**src/rtl/bss_pkg.sv**
```systemverilog
package bss_pkg;

    typedef enum logic [1:0] {
        SEQ_OFF  = 2'd0,
        SEQ_RAMP = 2'd1,
        SEQ_RUN  = 2'd2
    } seq_state_e;

    // Order is behaviour: the ramp walks these upward.
    typedef enum logic [1:0] {
        ILIM_250  = 2'd0,
        ILIM_500  = 2'd1,
        ILIM_950  = 2'd2,
        ILIM_2000 = 2'd3
    } ilim_e;

    typedef struct packed {
        logic hi;
        logic lo;
    } vin_flags_t;

    typedef struct packed {
        seq_state_e state;
        ilim_e      level;
    } ramp_status_t;

    function automatic ilim_e ilim_next(ilim_e cur);
        if (cur == ILIM_2000) return ILIM_2000;
        return ilim_e'(cur + 2'd1);
    endfunction

    function automatic logic ilim_is_top(ilim_e cur);
        return cur == ILIM_2000;
    endfunction

endpackage

```
**src/rtl/bss_uvlo.sv**
```systemverilog
module bss_uvlo
    import bss_pkg::*;
(
    input  logic       clk,
    input  logic       rst,
    input  vin_flags_t flags,
    output logic       vin_ok
);

    always_ff @(posedge clk) begin
        if (rst)
            vin_ok <= 1'b0;
        else if (flags.lo)
            vin_ok <= 1'b0;
        else if (flags.hi)
            vin_ok <= 1'b1;
    end

    AST_UVLO_SET: assert property (@(posedge clk) disable iff (rst)
        (flags.hi && !flags.lo) |=> vin_ok);
    AST_UVLO_CLEAR: assert property (@(posedge clk) disable iff (rst)
        flags.lo |=> !vin_ok);
    AST_UVLO_HOLD: assert property (@(posedge clk) disable iff (rst)
        (!flags.hi && !flags.lo) |=> $stable(vin_ok));

endmodule

```
**src/rtl/bss_arm.sv**
```systemverilog
module bss_arm (
    input  logic clk,
    input  logic rst,
    input  logic en_pin,
    input  logic vin_ok,
    output logic start
);

    logic en_prev;

    // Reset to 1 so that a pin held high through reset must toggle first.
    always_ff @(posedge clk) begin
        if (rst)
            en_prev <= 1'b1;
        else
            en_prev <= en_pin;
    end

    assign start = en_pin && !en_prev && vin_ok;

    AST_NO_START_WITHOUT_SUPPLY: assert property (@(posedge clk) disable iff (rst)
        !vin_ok |-> !start);
    AST_START_NEEDS_LOW: assert property (@(posedge clk) disable iff (rst)
        start |-> $past(!en_pin));

endmodule

```
**src/rtl/bss_ramp.sv**
```systemverilog
module bss_ramp
    import bss_pkg::*;
#(
    parameter int STEP_TICKS = 4
) (
    input  logic         clk,
    input  logic         rst,
    input  logic         start,
    input  logic         vin_ok,
    input  logic         en_pin,
    input  logic         step_tick,
    output ramp_status_t status
);

    localparam int STEPS_SAFE = (STEP_TICKS < 1) ? 1 : STEP_TICKS;
    localparam int CW         = (STEPS_SAFE > 1) ? $clog2(STEPS_SAFE) : 1;
    localparam logic [CW-1:0] LAST_CNT = CW'(STEPS_SAFE - 1);

    seq_state_e    state;
    ilim_e         level;
    logic [CW-1:0] tick_cnt;
    logic          keep;

    assign keep = vin_ok && en_pin;

    always_ff @(posedge clk) begin
        if (rst) begin
            state    <= SEQ_OFF;
            level    <= ILIM_250;
            tick_cnt <= '0;
        end else begin
            unique case (state)
                SEQ_OFF: begin
                    level    <= ILIM_250;
                    tick_cnt <= '0;
                    if (start) state <= SEQ_RAMP;
                end
                SEQ_RAMP: begin
                    if (!keep) begin
                        state    <= SEQ_OFF;
                        level    <= ILIM_250;
                        tick_cnt <= '0;
                    end else if (step_tick) begin
                        if (tick_cnt == LAST_CNT) begin
                            tick_cnt <= '0;
                            level    <= ilim_next(level);
                            if (ilim_is_top(ilim_next(level))) state <= SEQ_RUN;
                        end else begin
                            tick_cnt <= tick_cnt + 1'b1;
                        end
                    end
                end
                SEQ_RUN: begin
                    if (!keep) begin
                        state    <= SEQ_OFF;
                        level    <= ILIM_250;
                        tick_cnt <= '0;
                    end
                end
                default: begin
                    state    <= SEQ_OFF;
                    level    <= ILIM_250;
                    tick_cnt <= '0;
                end
            endcase
        end
    end

    assign status.state = state;
    assign status.level = level;

    AST_STAY_OFF: assert property (@(posedge clk) disable iff (rst)
        (state == SEQ_OFF && !start) |=> state == SEQ_OFF);
    AST_HOLD_NO_TICK: assert property (@(posedge clk) disable iff (rst)
        (state == SEQ_RAMP && keep && !step_tick) |=> level == $past(level));
    AST_STEP_BY_ONE: assert property (@(posedge clk) disable iff (rst)
        (state != SEQ_OFF && keep) |=>
            (level == $past(level) || level == ilim_e'($past(level) + 2'd1)));
    AST_RUN_AT_TOP: assert property (@(posedge clk) disable iff (rst)
        state == SEQ_RUN |-> level == ILIM_2000);
    AST_ABORT_RESETS: assert property (@(posedge clk) disable iff (rst)
        (state != SEQ_OFF && !keep) |=> (state == SEQ_OFF && level == ILIM_250));
    AST_OFF_LOWEST: assert property (@(posedge clk) disable iff (rst)
        (state == SEQ_OFF) |-> level == ILIM_250);

endmodule

```
**src/rtl/buck_start_seq.sv**
```systemverilog
module buck_start_seq
    import bss_pkg::*;
#(
    parameter int STEP_TICKS = 4
) (
    input  logic       clk,
    input  logic       rst,
    input  logic       vin_above_hi,
    input  logic       vin_below_lo,
    input  logic       en_pin,
    input  logic       step_tick,
    output logic       vin_ok,
    output logic       conv_en,
    output logic [1:0] ilim_code,
    output logic       ss_done,
    output logic       ls_discharge
);

    vin_flags_t   flags;
    logic         start;
    ramp_status_t rs;

    assign flags.hi = vin_above_hi;
    assign flags.lo = vin_below_lo;

    bss_uvlo u_uvlo (
        .clk    (clk),
        .rst    (rst),
        .flags  (flags),
        .vin_ok (vin_ok)
    );

    bss_arm u_arm (
        .clk    (clk),
        .rst    (rst),
        .en_pin (en_pin),
        .vin_ok (vin_ok),
        .start  (start)
    );

    bss_ramp #(.STEP_TICKS(STEP_TICKS)) u_ramp (
        .clk       (clk),
        .rst       (rst),
        .start     (start),
        .vin_ok    (vin_ok),
        .en_pin    (en_pin),
        .step_tick (step_tick),
        .status    (rs)
    );

    assign conv_en      = (rs.state != SEQ_OFF) && vin_ok && en_pin;
    assign ls_discharge = !conv_en;
    assign ilim_code    = rs.level;
    assign ss_done      = (rs.state == SEQ_RUN);

    AST_LOCKOUT_GATES: assert property (@(posedge clk) disable iff (rst)
        !vin_ok |-> (!conv_en && ls_discharge));
    AST_DONE_TOP_CODE: assert property (@(posedge clk) disable iff (rst)
        ss_done |-> ilim_code == 2'd3);
    AST_DISCHARGE_OPPOSITE: assert property (@(posedge clk) disable iff (rst)
        $countones({conv_en, ls_discharge}) == 1);

endmodule

```
**config.mk**
```make
export PLATFORM = sky130hd
export DESIGN_NAME = buck_start_seq
export DESIGN_NICKNAME = d
export VERILOG_FILES = /design/src/rtl/bss_pkg.sv /design/src/rtl/bss_uvlo.sv /design/src/rtl/bss_arm.sv /design/src/rtl/bss_ramp.sv /design/src/rtl/buck_start_seq.sv
export SDC_FILE = /design/constraint.sdc
export NUM_CORES = 1
export LEC_CHECK = 0
export ABC_CLOCK_PERIOD_IN_PS = 3500
export BUFFER_PORTS_ARGS = -buffer_cell sky130_fd_sc_hd__buf_2
export CAP_MARGIN = 20
export CORE_AREA = 2 2 39 41
export CTS_CLUSTER_DIAMETER = 30
export CTS_CLUSTER_SIZE = 20
export DETAILED_ROUTE_END_ITERATION = 7
export DIE_AREA = 0 0 41 43
export PLACE_DENSITY = 0.47
export REMOVE_ABC_BUFFERS = 1
export SETUP_SLACK_MARGIN = 0.05
export SYNTH_ARGS = -nofsm -noshare
export SYNTH_HDL_FRONTEND = slang
export SYNTH_SLANG_ARGS = --single-unit
```
**constraint.sdc**
```tcl
create_clock -name clk -period 3.5 [get_ports clk]
set_clock_uncertainty 0.05 [all_clocks]
set_input_delay 0.35 -clock clk [delete_from_list [all_inputs] [get_ports clk]]
set_output_delay 0.35 -clock clk [all_outputs]
set_load 0.02 [all_outputs]
```
### After elaboration in Yosys (flattened, before gate mapping)

Index checks and enable logic that the tools add are counted.

* input bits: 6
* register bits: 8
* memory bits (writable): 0
* logic and storage cells: 56
* bits in latches: 0
* ROM bits: 0
* output and inout bits: 6
* memories kept: 0

* order comparisons: 0
* div/mod/pow operators: 0
* $mul: 0
* $add $sub $neg: 2
* eq/ne operators: 10
* mux-type cells: 26
* bitwise gates (word level): 0
* shift operators: 0
* reduce and logical (&&, ||, !) cells: 13

Operator list (number)
* $mux W2: 17
* $ne A3 B3 Y1 const B: 3
* $eq A2 B2 Y1 const B: 4
* $pmux W2 S2: 2
* $mux W1: 6
* $pmux W2 S3: 1
* $logic_and A1 B1 Y1: 5
* $reduce_and A5 Y1: 1
* $add A2 B1 Y2 const B: 2
* $ne A2 B2 Y1 const B: 2
* $reduce_and A3 Y1: 1
* $eq A2 B1 Y1 const B: 1
* $logic_not A1 Y1: 2
* $logic_not A2 Y1: 1
* $reduce_and A2 Y1: 1
* $reduce_bool A2 Y1: 1
* $reduce_or A2 Y1: 1

### Longest topological paths before layout

* depth in word-level cells: 19
* gate-level depth with buffers: 4
* mapped depth without buffers: 4

### Modules after synthesis

From an unflattened synthesis, not the netlist that was laid out.

* cell total of the unflattened synthesis: 44
* area, all modules: 416.6 um^2

By module, submodules not included
* bss_ramp: area each 320.3 um^2, times used 1, cells an instance 35, seq. area each 120.1 um^2
* bss_arm: area each 36.3 um^2, times used 1, cells an instance 3, seq. area each 20.0 um^2
* bss_uvlo: area each 33.8 um^2, times used 1, cells an instance 3, seq. area each 20.0 um^2
* buck_start_seq: area each 26.3 um^2, times used 1, cells an instance 3, seq. area each 0.0 um^2

### Worst setup path after synthesis

No wires, ideal clock.

* path type: reg-to-output
* from: register u_ramp.state[0]
* to: output port conv_en
* stages on the path, launching flop included: 3
* arrival time: 0.972 ns
* slack: 2.128 ns
* cell sequence: dfxtp_1 -> o211ai_1 -> inv_1

* cells in the longest elaborated chain, start to end: 3

Ends and longest elaborated chain
* start, declared: line bss_ramp.sv:19 `seq_state_e state;`
* start signal, assigned: line bss_ramp.sv:28 `state <= SEQ_OFF;`
* start signal, assigned: line bss_ramp.sv:36 `if (start) state <= SEQ_RAMP;`
* start signal, assigned: line bss_ramp.sv:40 `state <= SEQ_OFF;`
* $reduce_bool A2 Y1: line buck_start_seq.sv:51 `assign conv_en = (rs.state != SEQ_OFF) && vin_ok && en_pin;`
* $logic_and A1 B1 Y1 (2 in series): line buck_start_seq.sv:51
* end, declared: line buck_start_seq.sv:13 `output logic conv_en,`

Every way passes these cells.

### Worst setup path after layout

* from: register u_ramp.state[1]
* to: output port ss_done

* cells in the longest elaborated chain, start to end: 1

Ends and longest elaborated chain
* $eq A2 B2 Y1: line buck_start_seq.sv:54 `assign ss_done = (rs.state == SEQ_RUN);`
* end, declared: line buck_start_seq.sv:15 `output logic ss_done,`

Every way passes these cells.

==> qor.csv <==
stage,metric,value,unit
run_status,outcome,finished clean,
detailed_routing,WL/cell,10.5,um
clock_network,CTS Hold Bufs,0,
yosys,Synth area leaders,"dfxtp_1 (40%), buf_6 (5.7%), nor2_1 (4.7%)",
clock_network,post-cts sizing count,0,
detailed_routing,Post-DRT Antenna Nets,0,
worst_setup_path,Startpoint Class,flop,
place,placed cell count,66,
die,I/O pin cnt,12,
worst_hold_path,Hold WC Path Type,in -> reg,
yosys,post-synth top area share,0.403,
timing,worst-margin pin slew,0.385,ns
worst_setup_path,worst-case reg-to-reg path depth,4,
clock_network,TritonCTS Sinks,8,
final_layout,post-route non-filler standard cell count,69,
clock_network,"Clk Latency, worst-skew pair",0.25,ns
detailed_routing,Vias,325,
yosys,Syn Std Cell Area,398,um2
yosys,Yosys top cell by area,dfxtp_1,
timing,Final Hold Vio Count,0,
grt,Total GRT Usage,0.111,
final_layout,Final Cell Area,458,um2
yosys,sequential cell area fraction in the yosys report,0.403,
power,pwr dens,377,nW/um2
worst_setup_path,"critical path fanouts, max",6,
timing,Tmin final,1.61,ns
die,core box area,1380,um2
die,die area,1760,um2
power,worst vdd ir,0.000185,V
worst_setup_path,WS Path Type,reg -> out,
final_layout,layout cell share with drive strength beyond 1,0.340,
worst_setup_path,WP data required,3.10,ns
yosys,Synthesis Warnings,0,
timing,RSZ-0062 raised after global routing,no,
timing,Sum Neg Setup Slack,0,ns
final_layout,ANT cells,0,
job,Max Cap Viol,0,
die,Initial Util,0.288,
place,GPL Wtd Cong,0.686,
die,Die X,41,um
clock_network,root buffer cell,clkbuf_4,
die,die extent in y,43,um
timing,Final WS setup,1.89,ns
timing,Fmax achieved,0.621,GHz
yosys,Mean Syn Cell Area,9.25,um2
place,port buffer count,11,
clock_network,CTS buffer count,3,
power,Final Power,0.172,mW
clock_network,"CTS clk-pin slew, worst paths",0.05,ns
detailed_routing,Post-Route WL,725,um
final_layout,NumNets Final,62,
yosys,post-synthesis cell count,43,
grt,first-pass GRT wire length,1260,um
die,Core Rows,14,
worst_setup_path,endpoint class of the critical path,primary output,
clock_network,"Setup Fix Bufs, Post-CTS",0,
timing,fin. max-slew vios,0,
worst_hold_path,WHS Path Cells,2,
place,placed cell areas,435,um2
grt,vias in the first global route,320,
timing,# setup viols final,0,
detailed_routing,drc violations,0,
grt,initial antenna violation count,0,
grt,grt total ovfl,0,
detailed_routing,Iteration-0 DRC Markers,2,
detailed_routing,DR vias/cell,4.71,
timing,Slew headroom,0.743,
worst_setup_path,Worst Path Arrival,1.21,ns
yosys,Netlist cell types,24,
final_layout,"commonest cells after routing, fill and taps aside","buf_2 (11), dfxtp_1 (8), nor2_1 (5)",
final_layout,Layout Area Growth over Synthesis,15.1,%
final_layout,"commonest non-fill, non-tap cell in the layout",buf_2,
place,Final HPWL DP,530,um
timing,"Period Utilization, post-route",0.460,
clock_network,CTS tree,done,
detailed_routing,first-pass detailed-route iteration total,4,
clock_network,Clock Tree Buf Depth,2,
grt,largest net degree at the start of global routing,8,
power,Leak Pwr,0.200,nW
yosys,#FFs+latches synth,8,
clock_network,H-tree levels,1,
place,dpl ws,2.16,ns
[path summary, 6_finish.rpt]
check	start	slack [ns]	endpoint
max	u_ramp.state[1]	1.89	ss_done
min	vin_below_lo	0.21	u_uvlo.vin_ok
max reg2reg	u_ramp.tick_cnt[0]	2.26	u_ramp.tick_cnt[1]
min reg2reg	u_ramp.state[1]	0.42	u_ramp.state[0]
[metal layers]
layer | up-vias | GRT usage | wire (um)
met5 | - | 0 | 0
met2 | 12 | 0.134 | 292
met3 | 2 | 0.0471 | 61
met1 | 137 | 0.140 | 360
met4 | 0 | 0.100 | 9
li1 | 174 | - | -
[cell type report]
class	count	area (um2)
inverter	1	3.75
timing repair buffer	11	55.1
clock buffer	3	22.5
sequential	8	160
tap	16	20.0
multi-input combinational	30	196
fill	157	926
[where the power goes]
group          leakage, nW  switching [mW]  internal, mW
Combinational        0.121         0.00480       0.00436
Sequential          0.0649        0.000826        0.0924
Clock               0.0138          0.0309        0.0392
Total                0.200          0.0365         0.136
[state kept, by name (all words and copies together), names as in the netlist]
| signal | flops |
|---|---|
| u_arm.en_prev | 1 |
| u_uvlo.vin_ok | 1 |
| u_ramp.state | 2 |
| u_ramp.level | 2 |
| u_ramp.tick_cnt | 2 |
[cells in the mapped netlist]
library cell and instances:
ha_1 1, nor2b_1 1, buf_6 2, buf_4 2, inv_1 1, nand4b_1 1
a22oi_2 1, o211ai_1 1, a21oi_1 2, o22ai_1 2, and2b_1 1, nand2_1 3
or2_2 1, a31oi_1 1, nor2_1 5, dfxtp_1 8, mux2i_1 1, nand3b_1 1
a21o_2 1, mux2_4 1, nand2b_1 1, nand3_1 2, nor3_1 2, a41oi_1 1
[metrics by stage]
| step | hold WS [ns] | utilization |
|---|---|---|
| 3_3_place_gp | 0.403 | 0.315 |
| 6_report | 0.209 | 0.331 |
| 3_5_place_dp | 0.414 | 0.315 |
| 2_1_floorplan | 0.377 | - |
| 5_1_grt | 0.213 | 0.331 |
| 4_1_cts | 0.205 | 0.331 |
[cells by family after synthesis]
| kind of cell | Yosys count | synth area share |
|---|---|---|
| AND/OR/NAND/NOR | 18 | 0.233 |
| AO/OA/AOI/OAI | 9 | 0.167 |
| flip-flops | 8 | 0.403 |
| buffers and inverters | 5 | 0.104 |
| multiplexers | 2 | 0.0629 |
| adder cells (fa/ha/maj) | 1 | 0.0314 |
[critical path, cell delays in order, from the launching register on]
cell     delay (ns)
dfxtp_1        0.36
nor2b_1        0.36
buf_2          0.24
Power figures use the tool's default switching activity.
